### src/rtl/mdio_mgmt_pkg.sv
package mdio_mgmt_pkg;
   typedef enum logic [1:0] {
      MG_IDLE  = 2'd0,
      MG_READ  = 2'd1,
      MG_WRITE = 2'd2
   } mg_state_e;

   localparam logic [1:0] MG_START_CODE = 2'b01;
   localparam logic [1:0] MG_OP_WR      = 2'b01;
   localparam logic [1:0] MG_OP_RD      = 2'b10;
   localparam logic [1:0] MG_TA_WR      = 2'b10;
   localparam int         MG_FIELD_W    = 2;
endpackage

### src/rtl/mdio_mgmt_sampler.sv
module mdio_mgmt_sampler #(
   parameter int SHIFT_W = 32
) (
   input  logic               clk,
   input  logic               rst_n,
   input  logic               mdc_in,
   input  logic               mdo_in,
   input  logic               moe_in,
   output logic               rise,
   output logic               sync_hit,
   output logic [SHIFT_W-1:0] shift_nxt
);
   logic               mdc_last_q;
   logic [SHIFT_W-1:0] shift_q;

   assign rise      = mdc_in & ~mdc_last_q;
   assign shift_nxt = {shift_q[SHIFT_W-2:0], mdo_in & moe_in};
   assign sync_hit  = rise & (&shift_nxt);

   always_ff @(posedge clk) begin
      if (!rst_n) begin
         mdc_last_q <= 1'b0;
         shift_q    <= '0;
      end else begin
         mdc_last_q <= mdc_in;
         if (rise) shift_q <= shift_nxt;
      end
   end
endmodule

### src/rtl/mdio_mgmt_bitcount.sv
module mdio_mgmt_bitcount #(
   parameter int SHIFT_W = 32,
   localparam int CW = $clog2(SHIFT_W + 1)
) (
   input  logic          clk,
   input  logic          rst_n,
   input  logic          rise,
   input  logic          sync_hit,
   output logic [CW-1:0] cnt_eff,
   output logic          cnt_vld
);
   logic [CW-1:0] cnt_q;
   logic          vld_q;

   assign cnt_eff = sync_hit ? CW'(SHIFT_W) : cnt_q;
   assign cnt_vld = sync_hit | vld_q;

   always_ff @(posedge clk) begin
      if (!rst_n) begin
         cnt_q <= '0;
         vld_q <= 1'b0;
      end else if (rise) begin
         if (cnt_vld && cnt_eff != '0) begin
            cnt_q <= cnt_eff - 1'b1;
            vld_q <= 1'b1;
         end else begin
            cnt_q <= '0;
            vld_q <= 1'b0;
         end
      end
   end


   sync_reload_chk: assert property (@(posedge clk) disable iff (!rst_n)
      sync_hit |=> (vld_q && cnt_q == CW'(SHIFT_W - 1)));
endmodule

### src/rtl/mdio_mgmt_phy_regs.sv
module mdio_mgmt_phy_regs #(
   parameter int              NREG     = 32,
   parameter int              DATA_W   = 16,
   parameter int              ID1_IDX  = 2,
   parameter logic [DATA_W-1:0] ID1_VAL = 16'h0022,
   parameter int              ID2_IDX  = 3,
   parameter logic [DATA_W-1:0] ID2_VAL = 16'h161A,
   localparam int AW = $clog2(NREG)
) (
   input  logic              clk,
   input  logic              rst_n,
   input  logic [AW-1:0]     rd_addr,
   output logic [DATA_W-1:0] rd_word
);
   logic [DATA_W-1:0] mem [NREG];

   for (genvar i = 0; i < NREG; i++) begin : g_ent
      localparam logic [DATA_W-1:0] RST_V =
         (i == ID1_IDX) ? ID1_VAL : (i == ID2_IDX) ? ID2_VAL : '0;
      always_ff @(posedge clk) begin
         if (!rst_n) mem[i] <= RST_V;
         else        mem[i] <= mem[i];
      end
   end

   assign rd_word = mem[rd_addr];
endmodule

### src/rtl/mdio_mgmt_frame_fsm.sv
module mdio_mgmt_frame_fsm
   import mdio_mgmt_pkg::*;
#(
   parameter int DATA_W = 16,
   parameter int ADDR_W = 5,
   parameter int CW     = 6
) (
   input  logic              clk,
   input  logic              rst_n,
   input  logic              rise,
   input  logic [DATA_W-1:0] frm,
   input  logic [CW-1:0]     cnt_eff,
   input  logic              cnt_vld,
   input  logic [DATA_W-1:0] rd_word,
   output logic [ADDR_W-1:0] rd_addr,
   output logic              mdi_out,
   output logic              wr_stb,
   output logic [ADDR_W-1:0] wr_phy,
   output logic [ADDR_W-1:0] wr_reg,
   output logic [DATA_W-1:0] wr_data
);
   localparam int REG_LSB = MG_FIELD_W;
   localparam int PHY_LSB = REG_LSB + ADDR_W;
   localparam int OP_LSB  = PHY_LSB + ADDR_W;
   localparam int ST_LSB  = OP_LSB + MG_FIELD_W;

   mg_state_e         state_q, dec_state, st_after;
   logic [ADDR_W-1:0] phy_q, reg_q;
   logic [DATA_W-1:0] out_sr;
   logic              dec_now, shift_out, frame_end;

   logic [1:0]        fld_st, fld_op, fld_ta;
   logic [ADDR_W-1:0] fld_phy;

   assign fld_st  = frm[ST_LSB +: MG_FIELD_W];
   assign fld_op  = frm[OP_LSB +: MG_FIELD_W];
   assign fld_phy = frm[PHY_LSB +: ADDR_W];
   assign rd_addr = frm[REG_LSB +: ADDR_W];
   assign fld_ta  = frm[0 +: MG_FIELD_W];

   always_comb begin
      if (fld_st == MG_START_CODE && fld_op == MG_OP_WR && fld_ta == MG_TA_WR)
         dec_state = MG_WRITE;
      else if (fld_st == MG_START_CODE && fld_op == MG_OP_RD && !fld_ta[0])
         dec_state = MG_READ;
      else
         dec_state = MG_IDLE;
   end

   assign dec_now   = rise && cnt_vld && (cnt_eff == CW'(DATA_W));
   assign st_after  = dec_now ? dec_state : state_q;
   assign shift_out = rise && cnt_vld && (cnt_eff < CW'(DATA_W)) && (st_after == MG_READ);
   assign frame_end = rise && cnt_vld && (cnt_eff == '0) && (st_after != MG_IDLE);

   always_ff @(posedge clk) begin
      if (!rst_n) begin
         state_q <= MG_IDLE;
         phy_q   <= '0;
         reg_q   <= '0;
         out_sr  <= '0;
         mdi_out <= 1'b0;
         wr_stb  <= 1'b0;
         wr_phy  <= '0;
         wr_reg  <= '0;
         wr_data <= '0;
      end else begin
         wr_stb <= 1'b0;
         if (dec_now) begin
            state_q <= dec_state;
            if (dec_state != MG_IDLE) begin
               phy_q <= fld_phy;
               reg_q <= rd_addr;
            end
            if (dec_state == MG_READ) out_sr <= rd_word;
         end
         if (shift_out) begin
            mdi_out <= out_sr[DATA_W-1];
            out_sr  <= {out_sr[DATA_W-2:0], 1'b0};
         end
         if (frame_end) begin
            if (st_after == MG_WRITE) begin
               wr_stb  <= 1'b1;
               wr_phy  <= phy_q;
               wr_reg  <= reg_q;
               wr_data <= frm;
            end
            state_q <= MG_IDLE;
         end
      end
   end


   wr_pulse_chk: assert property (@(posedge clk) disable iff (!rst_n)
      wr_stb |=> !wr_stb);

   mdi_hold_chk: assert property (@(posedge clk) disable iff (!rst_n)
      !rise |=> $stable(mdi_out));

   wr_origin_chk: assert property (@(posedge clk) disable iff (!rst_n)
      wr_stb |-> ($past(state_q) == MG_WRITE));

   rd_entry_chk: assert property (@(posedge clk) disable iff (!rst_n)
      (state_q == MG_READ && $past(state_q) != MG_READ) |-> $past(rise));
endmodule

### src/rtl/mdio_mgmt_slave.sv
module mdio_mgmt_slave #(
   parameter int                 DATA_W  = 16,
   parameter int                 ADDR_W  = 5,
   parameter int                 SHIFT_W = 32,
   parameter int                 ID1_IDX = 2,
   parameter logic [DATA_W-1:0]  ID1_VAL = 16'h0022,
   parameter int                 ID2_IDX = 3,
   parameter logic [DATA_W-1:0]  ID2_VAL = 16'h161A
) (
   input  logic              clk,
   input  logic              rst_n,
   input  logic              mdc_in,
   input  logic              mdo_in,
   input  logic              moe_in,
   output logic              mdi_out,
   output logic              wr_stb,
   output logic [ADDR_W-1:0] wr_phy,
   output logic [ADDR_W-1:0] wr_reg,
   output logic [DATA_W-1:0] wr_data
);
   localparam int NREG = 1 << ADDR_W;
   localparam int CW   = $clog2(SHIFT_W + 1);

   if (SHIFT_W != 2 * DATA_W) begin : g_bad_shift
      $error("shift width must be twice the data width");
   end
   if (DATA_W != 3 * mdio_mgmt_pkg::MG_FIELD_W + 2 * ADDR_W) begin : g_bad_hdr
      $error("header fields must fill one data word");
   end
   if (ID1_IDX >= NREG || ID2_IDX >= NREG) begin : g_bad_id
      $error("identification index outside the register file");
   end

   logic               rise, sync_hit, cnt_vld;
   logic [SHIFT_W-1:0] shift_nxt;
   logic [CW-1:0]      cnt_eff;
   logic [ADDR_W-1:0]  rd_addr;
   logic [DATA_W-1:0]  rd_word;

   mdio_mgmt_sampler #(.SHIFT_W(SHIFT_W)) u_sampler (
      .clk(clk), .rst_n(rst_n), .mdc_in(mdc_in), .mdo_in(mdo_in),
      .moe_in(moe_in), .rise(rise), .sync_hit(sync_hit), .shift_nxt(shift_nxt)
   );

   mdio_mgmt_bitcount #(.SHIFT_W(SHIFT_W)) u_count (
      .clk(clk), .rst_n(rst_n), .rise(rise), .sync_hit(sync_hit),
      .cnt_eff(cnt_eff), .cnt_vld(cnt_vld)
   );

   mdio_mgmt_phy_regs #(
      .NREG(NREG), .DATA_W(DATA_W), .ID1_IDX(ID1_IDX), .ID1_VAL(ID1_VAL),
      .ID2_IDX(ID2_IDX), .ID2_VAL(ID2_VAL)
   ) u_regs (
      .clk(clk), .rst_n(rst_n), .rd_addr(rd_addr), .rd_word(rd_word)
   );

   mdio_mgmt_frame_fsm #(.DATA_W(DATA_W), .ADDR_W(ADDR_W), .CW(CW)) u_fsm (
      .clk(clk), .rst_n(rst_n), .rise(rise), .frm(shift_nxt[DATA_W-1:0]),
      .cnt_eff(cnt_eff), .cnt_vld(cnt_vld), .rd_word(rd_word),
      .rd_addr(rd_addr), .mdi_out(mdi_out), .wr_stb(wr_stb),
      .wr_phy(wr_phy), .wr_reg(wr_reg), .wr_data(wr_data)
   );


   enable_gate_chk: assert property (@(posedge clk) disable iff (!rst_n)
      (rise && !moe_in) |=> !u_sampler.shift_q[0]);
endmodule

### config.mk
export PLATFORM = sky130hd
export DESIGN_NAME = mdio_mgmt_slave
export DESIGN_NICKNAME = d
export VERILOG_FILES = /design/src/rtl/mdio_mgmt_pkg.sv /design/src/rtl/mdio_mgmt_sampler.sv /design/src/rtl/mdio_mgmt_bitcount.sv /design/src/rtl/mdio_mgmt_phy_regs.sv /design/src/rtl/mdio_mgmt_frame_fsm.sv /design/src/rtl/mdio_mgmt_slave.sv
export SDC_FILE = /design/constraint.sdc
export NUM_CORES = 1
export LEC_CHECK = 0
export ABC_AREA = 1
export BUFFER_PORTS_ARGS = -buffer_cell sky130_fd_sc_hd__buf_2
export CORE_UTILIZATION = 50
export DETAILED_ROUTE_END_ITERATION = 6
export PLACE_DENSITY = 0.77
export SETUP_SLACK_MARGIN = 0.4
export SKIP_CTS_REPAIR_TIMING = 1
export SLEW_MARGIN = 10
export SYNTH_ARGS = -nofsm -noshare
export SYNTH_HDL_FRONTEND = slang
export SYNTH_SLANG_ARGS = --single-unit
### constraint.sdc
create_clock -name clk -period 3.15 [get_ports clk]
set_input_delay 0.1575 -clock clk [delete_from_list [all_inputs] [get_ports clk]]
set_output_delay 0.1575 -clock clk [all_outputs]
set_load 0.02 [all_outputs]
; ---- After elaboration in Yosys (flattened, before gate mapping)
; Memory sizes are Yosys's and may differ from the RTL's. A register that Yosys moved wholly into a read port is not among the register bits.
; Index checks and enable logic that the tools add are counted.
[totals]
input_bits = 5
n_memories = 1
ff_bits = 95
rom_bits = 0
output_inout_bits = 28
latch_bits = 0
ramBits = 512
wordCells = 137
[mem_list]
columns = name, depth, width, rd, rd_clocked_by_memory_dff, write_ports, line
row1 = u_regs.mem, 32, 16, 1, 1, 32, mdio_mgmt_phy_regs.sv:15  ; logic [DATA_W-1:0] mem [NREG];
[op_classes]
eq_ne = 9
addsub = 1
mul = 0
n_lt_le_gt_ge = 1
div = 0
mux = 46
shift = 0
bitwise = 38
reduce_logical = 27
[ops]
columns = cell, n
row1 = 2-to-1 mux 16 bit, 35
row2 = bitwise OR 1 bit, 33
row3 = AND reduction 32 bit, 1
row4 = 2-to-1 mux 6 bit, 2
row5 = AND reduction 2 bit, 6
row6 = logical AND 1 bit, 11
row7 = 2-to-1 mux 5 bit, 2
row8 = == test 2 x 1 -> 1 bit (second input constant), 4
row9 = nonzero test 2 bit, 4
row10 = == test 2 bit (second input constant), 3
row11 = == test 6 x 5 -> 1 bit (second input constant), 1
row12 = zero test 6 bit, 1
row13 = less-than comparator 6 x 5 -> 1 bit (second input constant), 1
row14 = nonzero test 6 bit, 1
row15 = subtractor 6 x 1 -> 6 bit (second input constant), 1
row16 = 2-to-1 mux 1 bit, 5
row17 = 2-to-1 mux 2 bit, 2
row18 = OR reduction 2 bit, 2
row19 = bitwise AND 1 bit, 3
row20 = inverter 1 bit, 2
row21 = zero test 1 bit, 1
row22 = != test 0 bit, 1

; ---- Depth between registers and ports, before layout
[depth]
ltp_word = 11
mapped_depth = 19
depth_no_buf = 17

; ---- Cells and area by module
; Synthesis repeated with hierarchy kept, for this count alone.
[unflattened]
cells_unflattened = 572
hier_area_um2 = 4131.5
[by_module_without_submodules]
columns = mod, instances, cells_each, area_per_inst_um2, seq_area_each_um2
row1 = mdio_mgmt_frame_fsm, 1, 318, 2306.0, 1121.1
row2 = mdio_mgmt_sampler, 1, 166, 1212.4, 640.6
row3 = mdio_mgmt_bitcount, 1, 66, 474.2, 140.1
row4 = mdio_mgmt_phy_regs, 1, 22, 138.9, 0.0

; ---- Least setup slack after synthesis
; No wires, ideal clock.
[synth_path]
path_kind = register to register
startpoint = register u_sampler.mdc_last_q
endpoint = register u_fsm.wr_phy[4]
t_required_ps = 3034
setup_ps = 116
slack_ps = 1005
arrival_time_ps = 2030
n_path_buf = 2
stages_incl_launch_ff = 18
period_less_slack_ps = 2145
path_cell_list = dfxtp_1 > nor2_4 > nand2_1 > nor2_1 > nand3_1 > buf_6 > nand2_1 > ha_1 > nand2_1 > clkinv_1 > nand2_1 > nand2_1 > nand2_4 > nor2_4 > nand2_4 > buf_2 > o21ai_0 > nor2_1
[synth_via]
elab_chain_cells = 10
elab_cells_between_ends = 15
classes_between = 2 x eq/ne / 2 x mux / 4 x bitwise / 7 x reduce/logical
[synth_lines]
columns = element, line
row1 = "start, declared", mdio_mgmt_sampler.sv:13  ; logic mdc_last_q;
row2 = "start signal, assigned", mdio_mgmt_sampler.sv:25  ; mdc_last_q <= mdc_in;
row3 = inverter 1 bit *, mdio_mgmt_sampler.sv:16  ; assign rise = mdc_in & ~mdc_last_q;
row4 = bitwise AND 1 bit *, mdio_mgmt_sampler.sv:16
row5 = bitwise AND 1 bit, mdio_mgmt_sampler.sv:18  ; assign sync_hit = rise & (&shift_nxt);
row6 = 2-to-1 mux 6 bit / bitwise OR 1 bit (equally long branches), "mdio_mgmt_bitcount.sv:15, mdio_mgmt_bitcount.sv:16"
row7 = == test 6 x 5 -> 1 bit / logical AND 1 bit (equally long branches), "mdio_mgmt_frame_fsm.sv:50, mdio_mgmt_frame_fsm.sv:53"
row8 = logical AND 1 bit, mdio_mgmt_frame_fsm.sv:50  ; assign dec_now = rise && cnt_vld && (cnt_eff == CW'(DATA_W));
row9 = 2-to-1 mux 2 bit, mdio_mgmt_frame_fsm.sv:51  ; assign st_after = dec_now ? dec_state : state_q;
row10 = nonzero test 2 bit, mdio_mgmt_frame_fsm.sv:53  ; assign frame_end = rise && cnt_vld && (cnt_eff == '0) && (st_after != MG_IDLE);
row11 = logical AND 1 bit, mdio_mgmt_frame_fsm.sv:53
row12 = AND reduction 2 bit (no line) *, n/a
row13 = "end signal, assigned", mdio_mgmt_frame_fsm.sv:83  ; wr_phy <= phy_q;
row14 = "end, declared", mdio_mgmt_frame_fsm.sv:18  ; output logic [ADDR_W-1:0] wr_phy,
; Mark *: on every way between the ends. The rest lies on a longest branch, timed or not.
; A chain may end at the register's enable or synchronous reset.

; ---- Worst setup path after layout
[layout_path]
startpoint = register u_sampler.shift_q[2]
endpoint = register u_fsm.out_sr[8]
[layout_via]
elab_chain_cells = 10
elab_cells_between_ends = 16
classes_between = 1 x order compare / 2 x eq/ne / 3 x mux / 2 x bitwise / 8 x reduce/logical
[layout_lines]
columns = element, line
row1 = "start, declared", mdio_mgmt_sampler.sv:14  ; logic [SHIFT_W-1:0] shift_q;
row2 = "start signal, assigned", mdio_mgmt_sampler.sv:26  ; if (rise) shift_q <= shift_nxt;
row3 = AND reduction 32 bit *, mdio_mgmt_sampler.sv:18
row4 = bitwise AND 1 bit *, mdio_mgmt_sampler.sv:18
row5 = 2-to-1 mux 6 bit / bitwise OR 1 bit (equally long branches), "mdio_mgmt_bitcount.sv:15, mdio_mgmt_bitcount.sv:16"
row6 = == test 6 x 5 -> 1 bit / logical AND 1 bit (equally long branches), "mdio_mgmt_frame_fsm.sv:50, mdio_mgmt_frame_fsm.sv:52"
row7 = logical AND 1 bit, mdio_mgmt_frame_fsm.sv:50
row8 = 2-to-1 mux 2 bit, mdio_mgmt_frame_fsm.sv:51
row9 = == test 2 x 1 -> 1 bit, mdio_mgmt_frame_fsm.sv:52  ; assign shift_out = rise && cnt_vld && (cnt_eff < CW'(DATA_W)) && (st_after == MG_READ);
row10 = logical AND 1 bit, mdio_mgmt_frame_fsm.sv:52
row11 = nonzero test 2 bit (no line), n/a
row12 = AND reduction 2 bit (no line), n/a
row13 = "end signal, assigned", mdio_mgmt_frame_fsm.sv:74  ; if (dec_state == MG_READ) out_sr <= rd_word;
row14 = "end signal, assigned", mdio_mgmt_frame_fsm.sv:78  ; out_sr <= {out_sr[DATA_W-2:0], 1'b0};
row15 = "end, declared", mdio_mgmt_frame_fsm.sv:29  ; logic [DATA_W-1:0] out_sr;
; Marked as above.

==> flow_summary.ini <==
[setup_path]
path_cells = nand4_1 -> nor2_1 -> nand3_4 -> nand2_1 -> ha_1 -> nand2_1 -> clkinv_1 -> nand3_1 -> nand2_1 -> nand2_2 -> nor2_8 -> nor2_4 -> nand2_1 -> a21oi_1
reg2reg_from = u_sampler.shift_q[2]
critical_path_class = register to register
cp_slowest_cell = dfxtp_1
slowest_delay_ns = 0.44
cp-end-kind = register
r2r_setup_slack_ns = 0.64
cp.required_ns = 3.38
r2r_end = u_fsm.out_sr[8]
worstSetupEndpoint = u_fsm.out_sr[8]
critical_path_arrival_ns = 2.74
critPathLaunchType = register
crit_fanout = 17
setup.worst_path.start = u_sampler.shift_q[2]
worstRegToRegCells = 14
cp_common_cell = nand2_1

[floorplanning]
die_x_um = 89.4
ios = 33
fp-row-count = 31
initial_core_util_pct = 52.1
die-height_um = 89.4
core_um2 = 7330
dieArea_um2 = 7990

[final_layout]
layout.nets = 530
largest_register_ffs = 31
reg_top3 = u_sampler.shift_q (31), u_fsm.wr_data (16), u_fsm.out_sr (15)
fillers = 657
design_area_um2 = 4230
fin_cells = 627
drive_gt1_share_pct = 13.8
largest_register = u_sampler.shift_q
area_growth_syn_to_layout_pct = 10.8
antennaDiodeCount = 0

[hold_path]
min-delay-start = mdc_in
hold_path_class = primary input to register
hold_depth = 3

[logic_synthesis]
yosysWarnings = 0
ys_types = 31
ys.flop_type = dfxtp_1
synth_fp_nets = 506
netlist.area_leader.share_pct = 51.9
avgSynthCellArea_um2 = 7.66
yosysSeqAreaShare_pct = 51.9
synth_edf_count = 0
syn_area_um2 = 3820
synth_area_leaders = dfxtp_1 (52%), nor2_1 (12%), o21ai_0 (8.8%)
synth_largest_area_cell = dfxtp_1
synthCells = 499
ys_ff_latch = 99
async_flop_share_pct = 0

[clock_network]
cts_buffer_depth = 2
tritoncts = yes
path_clk_slew_ns = 0.10
insertion_delay_ns = 0.38
htree_levels = 3
clock_sinks = 99
clockRootBuffer = clkbuf_8
numCtsBuffers = 9

[timing]
fmax_mhz = 398
postLayoutSetupSlackWorst_ns = 0.638
worst_slew_pin_slew_ns = 0.737
finalCritPeriodShare_pct = 79.8
maxSlewViolCount = 0
hold_viol = 1
period_minus_slack_ns = 2.51
rsz0062_at_grt = no
tns_ns = 0
whs_ns = -0.00934
setup_viol_count_final = 0
skew_ns = 0.0188
slew_headroom_pct = 50.8

[routing]
first_pass_iters = 4
wire_per_inst_um = 11.4
vias = 3112
drt-initial-drc-count = 134
ant_nets = 0
routed_wl_um = 7170
viasPerCell = 4.96
drc = 0

[status]
violations = hold timing
status = complete, but fails checks

[placed_design]
post-place-ws_ns = 0.372
placed_cell_area_um2 = 4000
io_buffers = 32
hpwl_um = 4840
place_congestion = 0.773
dpl.cell_count = 609

[global_route]
use_met2_pct = 34.5
groute.layer.met1.usage_pct = 23.6
antenna_found_initial = 0
grtUsageMet3_pct = 3.97
grt_max_degree = 52
busiest_layer = met2
grtUsageTotal_pct = 20.0
grt_pass1_wl_um = 12200
grt_pass1_vias = 2826
gr-total-overflow = 0

[flow_run]
cap_violations = 0

[power_and_ir_drop]
power_density_nw_per_um2 = 510
static-leakage-power_uw = 0.00171
peakVddDrop_mv = 0.239
==> cell usage after synthesis (4+ instances only) <==
master,count
buf_6,4
nand2_2,5
nand4_1,5
nor2_4,4
inv_1,31
nand3_1,12
clkbuf_1,17
nor2_1,123
dfxtp_1,99
nand2_1,63
o21ai_0,67
a21oi_1,44
==> power breakdown <==
part           internal, uW  switching (uW)
logic                  29.8            66.8
registers              1280            25.7
clock network           299             453
total                  1610             546
==> worst max-delay path, delay by kind of cell (launching register included) <==
| kind | cells | cell delay, ns |
|---|---|---|
| fa+ha+maj | 1 | 0.16 |
| compound gates | 1 | 0.06 |
| simple gates | 11 | 1.59 |
| buf+inv | 1 | 0.12 |
| flops | 1 | 0.44 |
==> how the worst min path moves through the flow <==
stage	end	slack, ns
after floorplan	u_sampler.mdc_last_q	0.25
after global placement	u_sampler.mdc_last_q	0.37
after detailed placement	u_sampler.mdc_last_q	0.37
after CTS	u_sampler.mdc_last_q	-0.02
after global routing	u_sampler.mdc_last_q	0.01
final	u_sampler.mdc_last_q	-0.009
==> routing by layer <==
| layer | vias to the layer above | share of wire, % |
|---|---|---|
| met5 | - | 0 |
| met1 | 1395 | 47 |
| met3 | 15 | 3.2 |
| li1 | 1652 | - |
| met2 | 50 | 47 |
| met4 | 0 | 2.3 |
==> layout by cell type, fill, tap and decap left out, types with 2 or more instances in the layout <==
cell type,instances
nor2_1,123
nor2_2,2
clkinv_4,4
nand3_1,10
o21ai_1,2
nor3_1,2
inv_8,2
inv_1,31
nand2_1,63
ha_1,2
buf_4,5
nor2_4,4
nand4_1,5
nand3_2,2
buf_2,32
a21oi_1,44
o21ai_0,67
nand2_2,5
dfxtp_1,99
clkbuf_8,9
==> metrics by stage <==
stage	hold slack, ns	util [%]	power, uW
5_1_grt	0.0126	57.8	2250
3_3_place_gp	0.368	54.6	1430
4_1_cts	-0.0191	57.1	2180
6_report	-0.00934	57.8	2160
2_1_floorplan	0.251	-	1410
3_5_place_dp	0.372	54.6	1440
==> cells by family after synthesis <==
family,after synthesis,share of synthesized area [%]
XOR/XNOR,2,0.459
adder cells (fa/ha/maj),2,0.655
AND/OR/NAND/NOR,222,25.0
AO/OA/AOI/OAI,116,15.4
buffers and inverters,58,6.62
flip-flops,99,51.9
==> area by class of cell <==
cell class | count | area (um^2) | area share [%]
Timing Repair Buffer | 37 | 198 | 4.67
Inverter | 34 | 135 | 3.19
Tap cell | 99 | 124 | 2.93
Clock buffer | 9 | 124 | 2.93
Clock inverter | 7 | 60.1 | 1.42
Sequential cell | 99 | 1980 | 46.8
Multi-Input combinational cell | 342 | 1610 | 38.1
Power figures use the tool's default switching activity.
